==> src/rtl/ctlchar_filter.sv <==
module ctlchar_filter #(
  parameter int ENTRIES = 8,
  parameter int W       = 8,
  parameter int AW      = 4
) (
  input  logic          clk,
  input  logic          rst_n,
  input  logic          rx_stb,
  input  logic [W-1:0]  rx_byte,
  input  logic          wr_en,
  input  logic [AW-1:0] wr_addr,
  input  logic [15:0]   wr_data,
  input  logic [AW-1:0] rd_addr,
  output logic [15:0]   rd_data,
  output logic          buf_vld,
  output logic [W-1:0]  buf_byte,
  output logic          irq
);
  localparam int IW = (ENTRIES > 1) ? $clog2(ENTRIES) : 1;
  localparam logic [AW-1:0] A_MASK = AW'(ENTRIES);
  localparam logic [AW-1:0] A_EVT  = AW'(ENTRIES + 1);
  localparam logic [AW-1:0] A_IMSK = AW'(ENTRIES + 2);
  localparam logic [AW-1:0] A_HOLD = AW'(ENTRIES + 3);

  logic [W-1:0]       tchar [ENTRIES];
  logic [ENTRIES-1:0] tval, trej;
  logic [W-1:0]       mask, hold;
  logic [1:0]         ev, imsk, ev_set, ev_clr;
  logic               hit, hit_rej;

  always_comb begin
    logic live;
    live    = 1'b1;
    hit     = 1'b0;
    hit_rej = 1'b0;
    for (int i = 0; i < ENTRIES; i++) begin
      if (live) begin
        if (!tval[i]) live = 1'b0;
        else if (((tchar[i] ^ rx_byte) & mask) == '0) begin
          hit     = 1'b1;
          hit_rej = trej[i];
          live    = 1'b0;
        end
      end
    end
  end

  assign ev_set = {rx_stb & hit & ~hit_rej, rx_stb & hit & hit_rej};
  assign ev_clr = (wr_en && wr_addr == A_EVT) ? wr_data[1:0] : 2'b00;
  assign irq    = |(ev & imsk);

  always_ff @(posedge clk or negedge rst_n) begin
    if (!rst_n) begin
      for (int i = 0; i < ENTRIES; i++) tchar[i] <= '0;
      tval     <= '0;
      trej     <= '0;
      mask     <= '1;
      imsk     <= '0;
      ev       <= '0;
      hold     <= '0;
      buf_vld  <= 1'b0;
      buf_byte <= '0;
    end else begin
      for (int i = 0; i < ENTRIES; i++) begin
        if (wr_en && wr_addr == AW'(i)) begin
          tchar[i] <= wr_data[W-1:0];
          tval[i]  <= wr_data[15];
          trej[i]  <= wr_data[14];
        end
      end
      if (wr_en && wr_addr == A_MASK) mask <= wr_data[W-1:0];
      if (wr_en && wr_addr == A_IMSK) imsk <= wr_data[1:0];
      ev <= (ev & ~ev_clr) | ev_set;
      if (ev_set[0]) hold <= rx_byte;
      buf_vld <= rx_stb & ~(hit & hit_rej);
      if (rx_stb) buf_byte <= rx_byte;
    end
  end

  always_comb begin
    rd_data = '0;
    if (rd_addr < A_MASK) begin
      rd_data[15]    = tval[rd_addr[IW-1:0]];
      rd_data[14]    = trej[rd_addr[IW-1:0]];
      rd_data[W-1:0] = tchar[rd_addr[IW-1:0]];
    end else if (rd_addr == A_MASK) rd_data[W-1:0] = mask;
    else if (rd_addr == A_EVT)  rd_data[1:0]   = ev;
    else if (rd_addr == A_IMSK) rd_data[1:0]   = imsk;
    else if (rd_addr == A_HOLD) rd_data[W-1:0] = hold;
  end

  a_r2_forward_next: assert property (@(posedge clk) disable iff (!rst_n)
    rx_stb && !(hit && hit_rej) |=> buf_vld && buf_byte == $past(rx_byte));
  a_r2_no_spurious: assert property (@(posedge clk) disable iff (!rst_n)
    !rx_stb |=> !buf_vld);
  a_r3_reject_held: assert property (@(posedge clk) disable iff (!rst_n)
    rx_stb && hit && hit_rej |=> !buf_vld && hold == $past(rx_byte) && ev[0]);
  a_r4_accept_event: assert property (@(posedge clk) disable iff (!rst_n)
    rx_stb && hit && !hit_rej |=> ev[1] && buf_vld);
  a_r9_sticky: assert property (@(posedge clk) disable iff (!rst_n)
    ev[0] && !(wr_en && wr_addr == A_EVT && wr_data[0]) |=> ev[0]);
  a_r9_rise_on_strobe: assert property (@(posedge clk) disable iff (!rst_n)
    $rose(ev[1]) |-> $past(rx_stb));
endmodule

==> config.mk <==
export PLATFORM = sky130hd
export DESIGN_NAME = ctlchar_filter
export DESIGN_NICKNAME = d
export VERILOG_FILES = /design/src/rtl/ctlchar_filter.sv
export SDC_FILE = /design/constraint.sdc
export NUM_CORES = 1
export LEC_CHECK = 0
export BUFFER_PORTS_ARGS = -buffer_cell sky130_fd_sc_hd__buf_2
export CORE_MARGIN = 2
export CORE_UTILIZATION = 54
export DETAILED_ROUTE_END_ITERATION = 8
export PLACE_DENSITY_LB_ADDON = 0.1
export REMOVE_ABC_BUFFERS = 1
export SLEW_MARGIN = 20
export SYNTH_ARGS = -nofsm -noshare
export SYNTH_HDL_FRONTEND = slang
export SYNTH_SLANG_ARGS = --single-unit
==> constraint.sdc <==
create_clock -name clk -period 2.7 [get_ports clk]
set_clock_uncertainty 0.15 [all_clocks]
set_input_delay 0.135 -clock clk [delete_from_list [all_inputs] [get_ports clk]]
set_output_delay 0.135 -clock clk [all_outputs]
set_load 0.02 [all_outputs]
==> results of run 1 <==
stage by stage:
step,power (mW),cell area (um^2),hold WS (ns)
after floorplan,3.37,5980,-0.311
after global placement,3.91,6600,0.0602
after detailed placement,3.97,6600,0.0657
after CTS,5.40,7040,0.0113
after global routing,5.75,7180,0.0216
final,5.51,7180,0.0115
where the power goes:
part | total [mW] | leakage, nW | internal, mW | switching [mW]
clock network | 1.42 | 0.157 | 0.782 | 0.638
registers | 2.42 | 1.33 | 2.02 | 0.392
logic | 1.67 | 1.76 | 0.871 | 0.802
cells in the final DEF (no fill, tap or decap), types with 2 or more instances in the layout:
cell type,synthesis,routed
a21oi_1,2,2
a22oi_1,37,33
a22oi_2,0,4
and3_1,2,2
buf_12,0,2
buf_2,5,48
buf_4,9,37
clkbuf_16,0,9
clkbuf_8,0,2
conb_1,1,6
dfrtp_1,101,101
dfstp_2,8,8
dlygate4sd3_1,0,9
inv_1,17,17
inv_6,0,3
mux2_2,93,93
mux2_4,8,8
mux2i_1,4,4
mux4_2,22,22
nand2_1,25,24
nand2b_1,6,6
nand3b_1,2,2
nand4_1,6,6
nor2_1,12,12
nor4b_1,2,2
o21ai_0,15,14
o22ai_1,8,8
or3_1,2,2
xor2_1,64,62
xor2_2,0,2
sequential cells by signal, indices dropped and copies added, names as in the netlist:
signal,cells
ev,2
hold,8
imsk,2
trej,8
buf_vld,1
tchar,64
tval,8
buf_byte,8
mask,8
kinds of logic after synthesis:
logic type | share of synthesized area
buf+inv | 0.0500
simple gates | 0.0530
mux | 0.274
xor+xnor | 0.0903
compound gates | 0.0903
flops | 0.441
other cells | 0.000604
worst paths after layout:
path	from	endpoint	slack, ns	cells after the start
min in group asynchronous	rst_n	hold[1]$_DFFE_PN0P_	0.20	2
min	wr_data[3]	tchar[51]$_DFFE_PN0P_	0.01	2
min reg2reg	buf_byte[1]$_DFFE_PN0P_	buf_byte[1]$_DFFE_PN0P_	0.36	1
max	tchar[55]$_DFFE_PN0P_	hold[6]$_DFFE_PN0P_	0.04	10
max reg2reg	tchar[55]$_DFFE_PN0P_	hold[6]$_DFFE_PN0P_	0.04	10
max in group asynchronous	rst_n	mask[4]$_DFFE_PN1P_	1.34	3
worst max-delay path, cell delays in order (launching register included):
cell and delay [ns]:
dfrtp_1 0.40, xor2_1 0.17, a22oi_1 0.25, nand4_1 0.26, nor4b_1 0.31, o21ai_1 0.13
a221oi_2 0.21, buf_4 0.16, o21ai_4 0.06, buf_12 0.15, mux2_4 0.29
timing repair:
action | in CTS | in global routing
setup endpoints to repair | 8 | 8
setup buffers | 2 | 11
hold endpoints to repair | 108 | 0
pin swaps | 1 | 7
hold buffers | 9 | 0
gates resized for setup | 0 | 12
metal layers:
metal  up-vias  wire length [um]  GRT usage
li1       1949                 -          -
met4         0               404     0.0938
met3        26               837     0.0547
met2       145              8260      0.453
met1      2226              7480      0.392
met5         -                 0          0
final cells by class:
type	instances	area share
clock inverter	5	0.00906
clock buffer	11	0.0352
sequential	109	0.381
inverter	17	0.00889
multi-input combinational	337	0.450
timing repair buffer	96	0.0903
tap	143	0.0249
==> impl_results.md, run 1 <==
- Max clock buf depth: 2
- Maxcap violations: 0
- Ports: 62
- Synth area leaders: dfrtp_1 41%, mux2_2 17%, xor2_1 9.0%
- Critical Path Start Type: flip-flop
- Via/cell ratio: 6.05
- Setup slack after layout: 0.0356 ns
- First-pass GRT wire length: approximately 26000 um
- Sequential cell area: ~0.0027 mm^2
- Leak: roughly 3.2 nW
- CTS tree: yes
- Setup TNS: 0 ns
- Post-DP HPWL: between 10000 and 15000 um
- Top-count cell post-synth: dfrtp_1
- WL final: approximately 17000 um
- Root Buffer: clkbuf_16
- Maximum clock rate: 0.375 GHz
- N_diodes: 0
- Initial antenna violation count: 0
- Power per Cell Area: between 700 and 800 mW/mm^2
- Worst Hold Class: input pin to flip-flop
- CP required: 2.80 ns
- Final slew viol count: 0
- Final period utilization: 0.987
- Worst Path Max Fanout: 7
- Total core area: 0.0113 mm^2
- Final setup fails: 0
- Synth Area per Inst: 12.4 um^2
- Yosys warns: 0
- Num CTS Buffers: 9
- Total GRT Usage: 0.283
- Post-synth top area cell: dfrtp_1
- Top-area cell type share of the netlist area: 0.407
- Worst-Margin Slew: 0.876 ns
- Slew HR: 0.416
- Drt pass-1 iters: 5
- Synthesized cell area: 0.00620 mm^2
- RSZ-0062 raised after global routing: yes
- Remaining DRCs: 0
- Async SR Flop Fraction: 1.00
- H-tree depth: 3
- Post-layout min period: 2.66 ns
- # fillers: a little over 900
- Vias in the first global route: 4393
- GP Congestion: 0.916
- Synth cell count leaders: 101 x dfrtp_1, 93 x mux2_2, 64 x xor2_1
- Pin count of the biggest net entering global routing: 53
- Die height: 111 um
- Area of the multi-input gates: 0.00323 mm^2
- Chip Width: 111 um
- CTS sink cnt: between 100 and 150
- Post-place setup slack: -0.0612 ns
- Row count: 39
- Hold Vio Cnt, Final: 0
- Crit Path Class: flip-flop to flip-flop
- Fin util: 0.634
- Cells after DPL: 680
- Sequential share of the synthesized area: 0.441
- Fraction of layout cells with a size suffix above 1: 0.437
- VDD IR-drop max: 0.000660 V
- Final instance count without filler cells: 718
- First DRT Iteration DRCs: 302
- Status: completed
- Post-synthesis cell type count: 47
- Die area: 0.0124 mm^2
- Post-synth EDFFs: 0
- Insertion delay to the later sink of the worst-skew pair: 0.37 ns
- DRT antenna net count: 0
- Post-synth top flop: dfrtp_1
- Routed length per instance: 23.7 um
- Nets@finish: between 600 and 700
- Area Overhead vs Synth: 15.7%
- Port Buf Inserts: around 50
- Clk slew on worst S/H paths: 0.07 ns
- Worst EP arrival: around 2.8 ns
- Starting density of the core: 0.548
- Syn Inst Count: 502
- #FFs+latches synth: 109
- DR vias: 4346
- Crit end category: flip-flop
- GRT overflow: 0
No activity file was read; power rests on OpenSTA's default activity.
==> run 2: changes to the inputs <==
--- a/config.mk
+++ b/config.mk
@@ -11,6 +11,7 @@
 export DETAILED_ROUTE_END_ITERATION = 8
 export PLACE_DENSITY_LB_ADDON = 0.1
 export REMOVE_ABC_BUFFERS = 1
+export SETUP_SLACK_MARGIN = 0.05
 export SLEW_MARGIN = 20
 export SYNTH_ARGS = -nofsm -noshare
 export SYNTH_HDL_FRONTEND = slang
==> impl_results.md, run 2 (synthesis results as in run 1) <==
- Post-DP HPWL: approximately 12000 um
- CTS sink cnt: between 100 and 150
- Final slew viol count: 0
- DRT antenna net count: 0
- Commonest non-fill, non-tap cell in the layout: dfrtp_1
- Worst Hold Class: input pin to flip-flop
- CP required: 2.80 ns
- Ports: 62
- Setup TNS: 0 ns
- GP Congestion: 0.916
- Cells after DPL: 680
- Routed length per instance: ~24 um
- Final instance count without filler cells: 718
- Insertion delay to the later sink of the worst-skew pair: approximately 0.36 ns
- First DRT Iteration DRCs: ~310
- Commonest non-fill, non-tap cells in the layout: 101 x dfrtp_1, 93 x mux2_2, 63 x xor2_1
- Die area: between 0.01 and 0.015 mm^2
- Post-layout min period: 2.69 ns
- RSZ-0062 raised after global routing: yes
- Maximum clock rate: 0.372 GHz
- DR vias: 4333
- Total GRT Usage: 0.286
- Nets@finish: 606
- Worst-Margin Slew: 0.886 ns
- VDD IR-drop max: 0.000661 V
- Maxcap violations: 0
- Crit Path Class: flip-flop to flip-flop
- Clk slew on worst S/H paths: 0.08 ns
- Num CTS Buffers: 9
- Pin count of the biggest net entering global routing: 53
- Worst Path Max Fanout: 7
- Starting density of the core: 0.548
- CP cell instances: xor2_1 -> a22oi_1 -> nand4_1 -> nor4b_1 -> o21ai_1 -> a221oi_2 -> buf_4 -> o21ai_4 -> buf_12 -> mux2_4
- Via/cell ratio: 6.03
- Root Buffer: clkbuf_16
- Area Overhead vs Synth: 15.1%
- Vias in the first global route: 4479
- Crit end category: flip-flop
- Final setup fails: 0
- Remaining DRCs: 0
- Port Buf Inserts: about 50
- Most flops, register: tchar
- CTS tree: yes
- Drt pass-1 iters: 5
- Final period utilization: 0.997
- Chip Width: 111 um
- First-pass GRT wire length: 26400 um
- Number of flip-flops in the largest register: 64
- Slew HR: 0.410
- CP max stage delay: 0.41 ns
- GRT overflow: 0
- Die height: 111 um
- Initial antenna violation count: 0
- Fraction of layout cells with a size suffix above 1: 0.424
- Row count: 39
- Power per Cell Area: 765 mW/mm^2
- N_diodes: 0
- H-tree depth: 3
- Status: completed
- Leak: 3.23 nW
- Total core area: 0.0113 mm^2
- Hold Vio Cnt, Final: 0
- Max clock buf depth: 2
- Slowest CP cell: dfrtp_1
- Worst EP arrival: 2.79 ns
- Total Power: 5.46 mW
- WL final: 17000 um
- Critical Path Start Type: flip-flop
-- run 2: layer usage --
metal | vias to the layer above | track usage | routed length, um
met5 | - | 0 | 0
met4 | 0 | 0.0938 | 384
met3 | 24 | 0.0552 | 832
met2 | 144 | 0.465 | 8380
met1 | 2226 | 0.390 | 7400
li1 | 1939 | - | -
-- run 2: what timing repair did --
action	4_1_cts	5_1_grt
pin swaps	3	1
gates cloned	0	0
setup buffers	13	0
endpoints found under the hold margin	108	0
hold buffers	9	0
setup endpoints to repair	8	8
resized for setup	2	2
-- run 2: final cells by class --
type	instances	area (um^2)
fill	916	4180
multi-input combinational	337	3190
sequential	109	2740
timing repair buffer	96	648
clock buffer	11	253
tap	143	179
clock inverter	5	65.1
inverter	17	63.8
-- run 2: critical path: cells and delay by family, from the launching register on --
kind                      cells  cell delay [ns]
muxes                         1             0.30
AOI/OAI and AO/OA             4             0.66
and+or+nand+nor               2             0.58
DFF                           1             0.41
xor gates and xnor gates      1             0.17
buffers and inverters         2             0.32
-- run 2: power by group --
group          switching [mW]  internal, mW  total, mW
clock                   0.633         0.782       1.42
combinational           0.804         0.853       1.66
sequential              0.367          2.02       2.39
total                    1.80          3.66       5.46
-- run 2: final timing paths --
path	start	to	slack [ns]	cells past startpoint
setup / recovery	tchar[55]$_DFFE_PN0P_	hold[4]$_DFFE_PN0P_	0.009	10
hold / removal	wr_data[3]	tchar[35]$_DFFE_PN0P_	0.02	2
setup reg to reg	tchar[55]$_DFFE_PN0P_	hold[4]$_DFFE_PN0P_	0.009	10
hold reg to reg	buf_byte[2]$_DFFE_PN0P_	buf_byte[2]$_DFFE_PN0P_	0.36	1
max in group asynchronous	rst_n	mask[4]$_DFFE_PN1P_	1.34	3
min in group asynchronous	rst_n	tchar[35]$_DFFE_PN0P_	0.20	2
-- run 2: metrics by stage --
step,hold WS [ns],instance area [um^2],setup slack [ns],utilization
floorplan,-0.311,5980,0.320,-
global placement,0.0602,6600,-0.0169,0.583
detailed placement,0.0657,6600,-0.0612,0.583
CTS,0.0113,7130,0.0569,0.630
global route,0.0216,7140,-0.0471,0.631
finish,0.0165,7140,0.00860,0.631
==> run 3: changes to the inputs <==
--- a/config.mk
+++ b/config.mk
@@ -9,6 +9,7 @@
 export CORE_MARGIN = 2
 export CORE_UTILIZATION = 54
 export DETAILED_ROUTE_END_ITERATION = 8
+export MAX_ROUTING_LAYER = met4
 export PLACE_DENSITY_LB_ADDON = 0.1
 export REMOVE_ABC_BUFFERS = 1
 export SETUP_SLACK_MARGIN = 0.05
==> impl_results.md, run 3 (synthesis results as in run 1) <==
- Status: completed
- Max clock buf depth: 2
- H-tree depth: 3
- Cell family with the largest share of critical-path delay: compound AO/OA/AOI/OAI gates
- Drt pass-1 iters: 5
- Worst EP arrival: 2.79 ns
- Starting density of the core: 0.548
- Insertion delay to the later sink of the worst-skew pair: 0.36 ns
- Post-layout min period: 2.69 ns
- Total core area: 0.0113 mm^2
- CTS sink cnt: 109
- Min-delay src: rx_stb
- CTS tree: yes
- Most flops, register: tchar
- Worst reg2reg startpoint: tchar[46]$_DFFE_PN0P_
- Remaining DRCs: 0
- Num CTS Buffers: 9
- Area Overhead vs Synth: 16.8%
- DRT antenna net count: 0
- Vias in the first global route: 4395
- Worst Hold Class: input pin to flip-flop
- Total GRT Usage: 0.284
- Total Power: roughly 5.5 mW
- Nets@finish: 604
- GP Congestion: 0.915
- WL final: approximately 17000 um
- Clk pwr share: 0.243
- Combinational share of power: 0.326
- Maxcap violations: 0
- Switching share of total power: 0.332
- First DRT Iteration DRCs: 268
- N_diodes: 0
- Worst Path Max Fanout: 6
- GRT overflow: 0
- Die height: 111 um
- CP cell instances: xor2_1 -> a22oi_1 -> nand2_2 -> or3_1 -> a21oi_1 -> a221oi_2 -> buf_4 -> o21ai_4 -> buf_12 -> mux2_4
- First-pass GRT wire length: 25600 um
- Port Buf Inserts: 49
- CP required: 2.79 ns
- Critical Path Start Type: flip-flop
- DR vias: 4313
- Sequential power share: 0.431
- Via/cell ratio: about 6.0
- Final period utilization: 0.998
- Row count: 39
- Total placed instance area: around 0.0066 mm^2
- Maximum clock rate: between 0.3 and 0.4 GHz
- Chip Width: between 100 and 150 um
- CP startpoint: tchar[46]$_DFFE_PN0P_
- VDD IR-drop max: 0.000433 V
- Leak: 3.24 nW
- Clk slew on worst S/H paths: 0.07 ns
- Commonest non-fill, non-tap cell in the layout: dfrtp_1
- Initial antenna violation count: 0
- Routed length per instance: 23.4 um
- Pin count of the biggest net entering global routing: 68
- Crit end category: flip-flop
- Final setup fails: 0
- Root Buffer: clkbuf_16
- Worst-Margin Slew: 0.855 ns
- Hold Vio Cnt, Final: 0
- Slowest CP cell: dfrtp_1
- Number of flip-flops in the largest register: 64
- RSZ-0062 raised after global routing: yes
- Internal Power: 3.70 mW
- Commonest non-fill, non-tap cells in the layout: 101 x dfrtp_1, 93 x mux2_2, 62 x xor2_1
- Power per Cell Area: between 700 and 800 mW/mm^2
- CP max stage delay: around 0.4 ns
- R2R depth: 10
- Final slew viol count: 0
- Switching power: ~1.8 mW
- Crit Path Class: flip-flop to flip-flop
- Die area: 0.0124 mm^2
- Hold Path Depth: 3
- Slew HR: 0.430
- Ports: 62
- Fraction of layout cells with a size suffix above 1: 0.450
- Post-DP HPWL: between 10000 and 15000 um
- Design area: between 0.007 and 0.008 mm^2
- Stages on worst setup path: 10
- Buf/Inv on CP: 2
[run 3: cell types whose count changed in the layout (fill, tap and decap cells not counted), moves of 3 or more]
cell / delta
buf_4: -9
buf_6: +4
inv_6: -3
a22oi_1: -11
a22oi_2: +11
[run 3: repair_timing]
| action | 4_1_cts | 5_1_grt |
|---|---|---|
| pin swaps | 2 | 14 |
| endpoints found under the setup margin | 8 | 9 |
| hold buffers | 8 | 0 |
| endpoints found under the hold margin | 100 | 0 |
| buffers inserted | 2 | 12 |
| gates resized for setup | 3 | 26 |
| gates cloned | 0 | 0 |
[run 3: cell type report]
| type | count | area, um^2 |
|---|---|---|
| repair buffers | 94 | 666 |
| fillers | 906 | 4070 |
| well taps | 143 | 179 |
| clock inverters | 4 | 47.5 |
| clock buffers | 12 | 246 |
| inverters | 17 | 63.8 |
| flip-flops and latches | 109 | 2740 |
| multi-input cells | 337 | 3310 |
[run 3: worst reg2reg max path: stages, from the launching register on]
cell      delay [ns]
dfrtp_1         0.40
xor2_1          0.15
a22oi_1         0.30
nand2_2         0.15
or3_1           0.36
a21oi_1         0.21
a221oi_2        0.06
buf_4           0.16
o21ai_4         0.19
buf_12          0.16
mux2_4          0.30
[run 3: routing by layer]
metal  vias up  GRT usage  wire length (um)
met5         -          -                 0
met4         0      0.102               473
met3        33     0.0454               814
met2       133      0.432              8020
met1      2206      0.390              7450
li1       1941          -                 -
[run 3: through the flow]
stage / cells / setup WS (ns) / hold WS (ns) / utilization / setup TNS (ns)
after floorplan: 463 / 0.320 / -0.311 / - / 0
after global placement: 678 / 0.0440 / 0.0157 / 0.584 / 0
after detailed placement: 678 / -0.00232 / 0.0238 / 0.584 / -0.00316
after CTS: 704 / 0.0547 / 0.00205 / 0.620 / 0
after global routing: 716 / -0.0384 / 0.0221 / 0.640 / -0.229
final: 716 / 0.00569 / 0.00343 / 0.640 / 0
[run 3: path summary, 6_finish.rpt]
check                                     endpoint  slack [ns]
max in group asynchronous      mask[4]$_DFFE_PN1P_        1.42
setup / recovery               hold[7]$_DFFE_PN0P_       0.006
hold reg to reg            buf_byte[7]$_DFFE_PN0P_        0.35
setup reg to reg               hold[7]$_DFFE_PN0P_       0.006
min in group asynchronous      hold[1]$_DFFE_PN0P_        0.17
hold / removal                   buf_vld$_DFF_PN0_       0.003
[run 3: power groups by stage]
stage               registers (mW)  logic (mW)  clock network (mW)
floorplan                     2.32        1.05                   0
detailed placement            2.42        1.55                   0
global route                  2.43        1.95                1.42
finish                        2.39        1.81                1.34
CTS                           2.38        1.59                1.37
global placement              2.39        1.52                   0
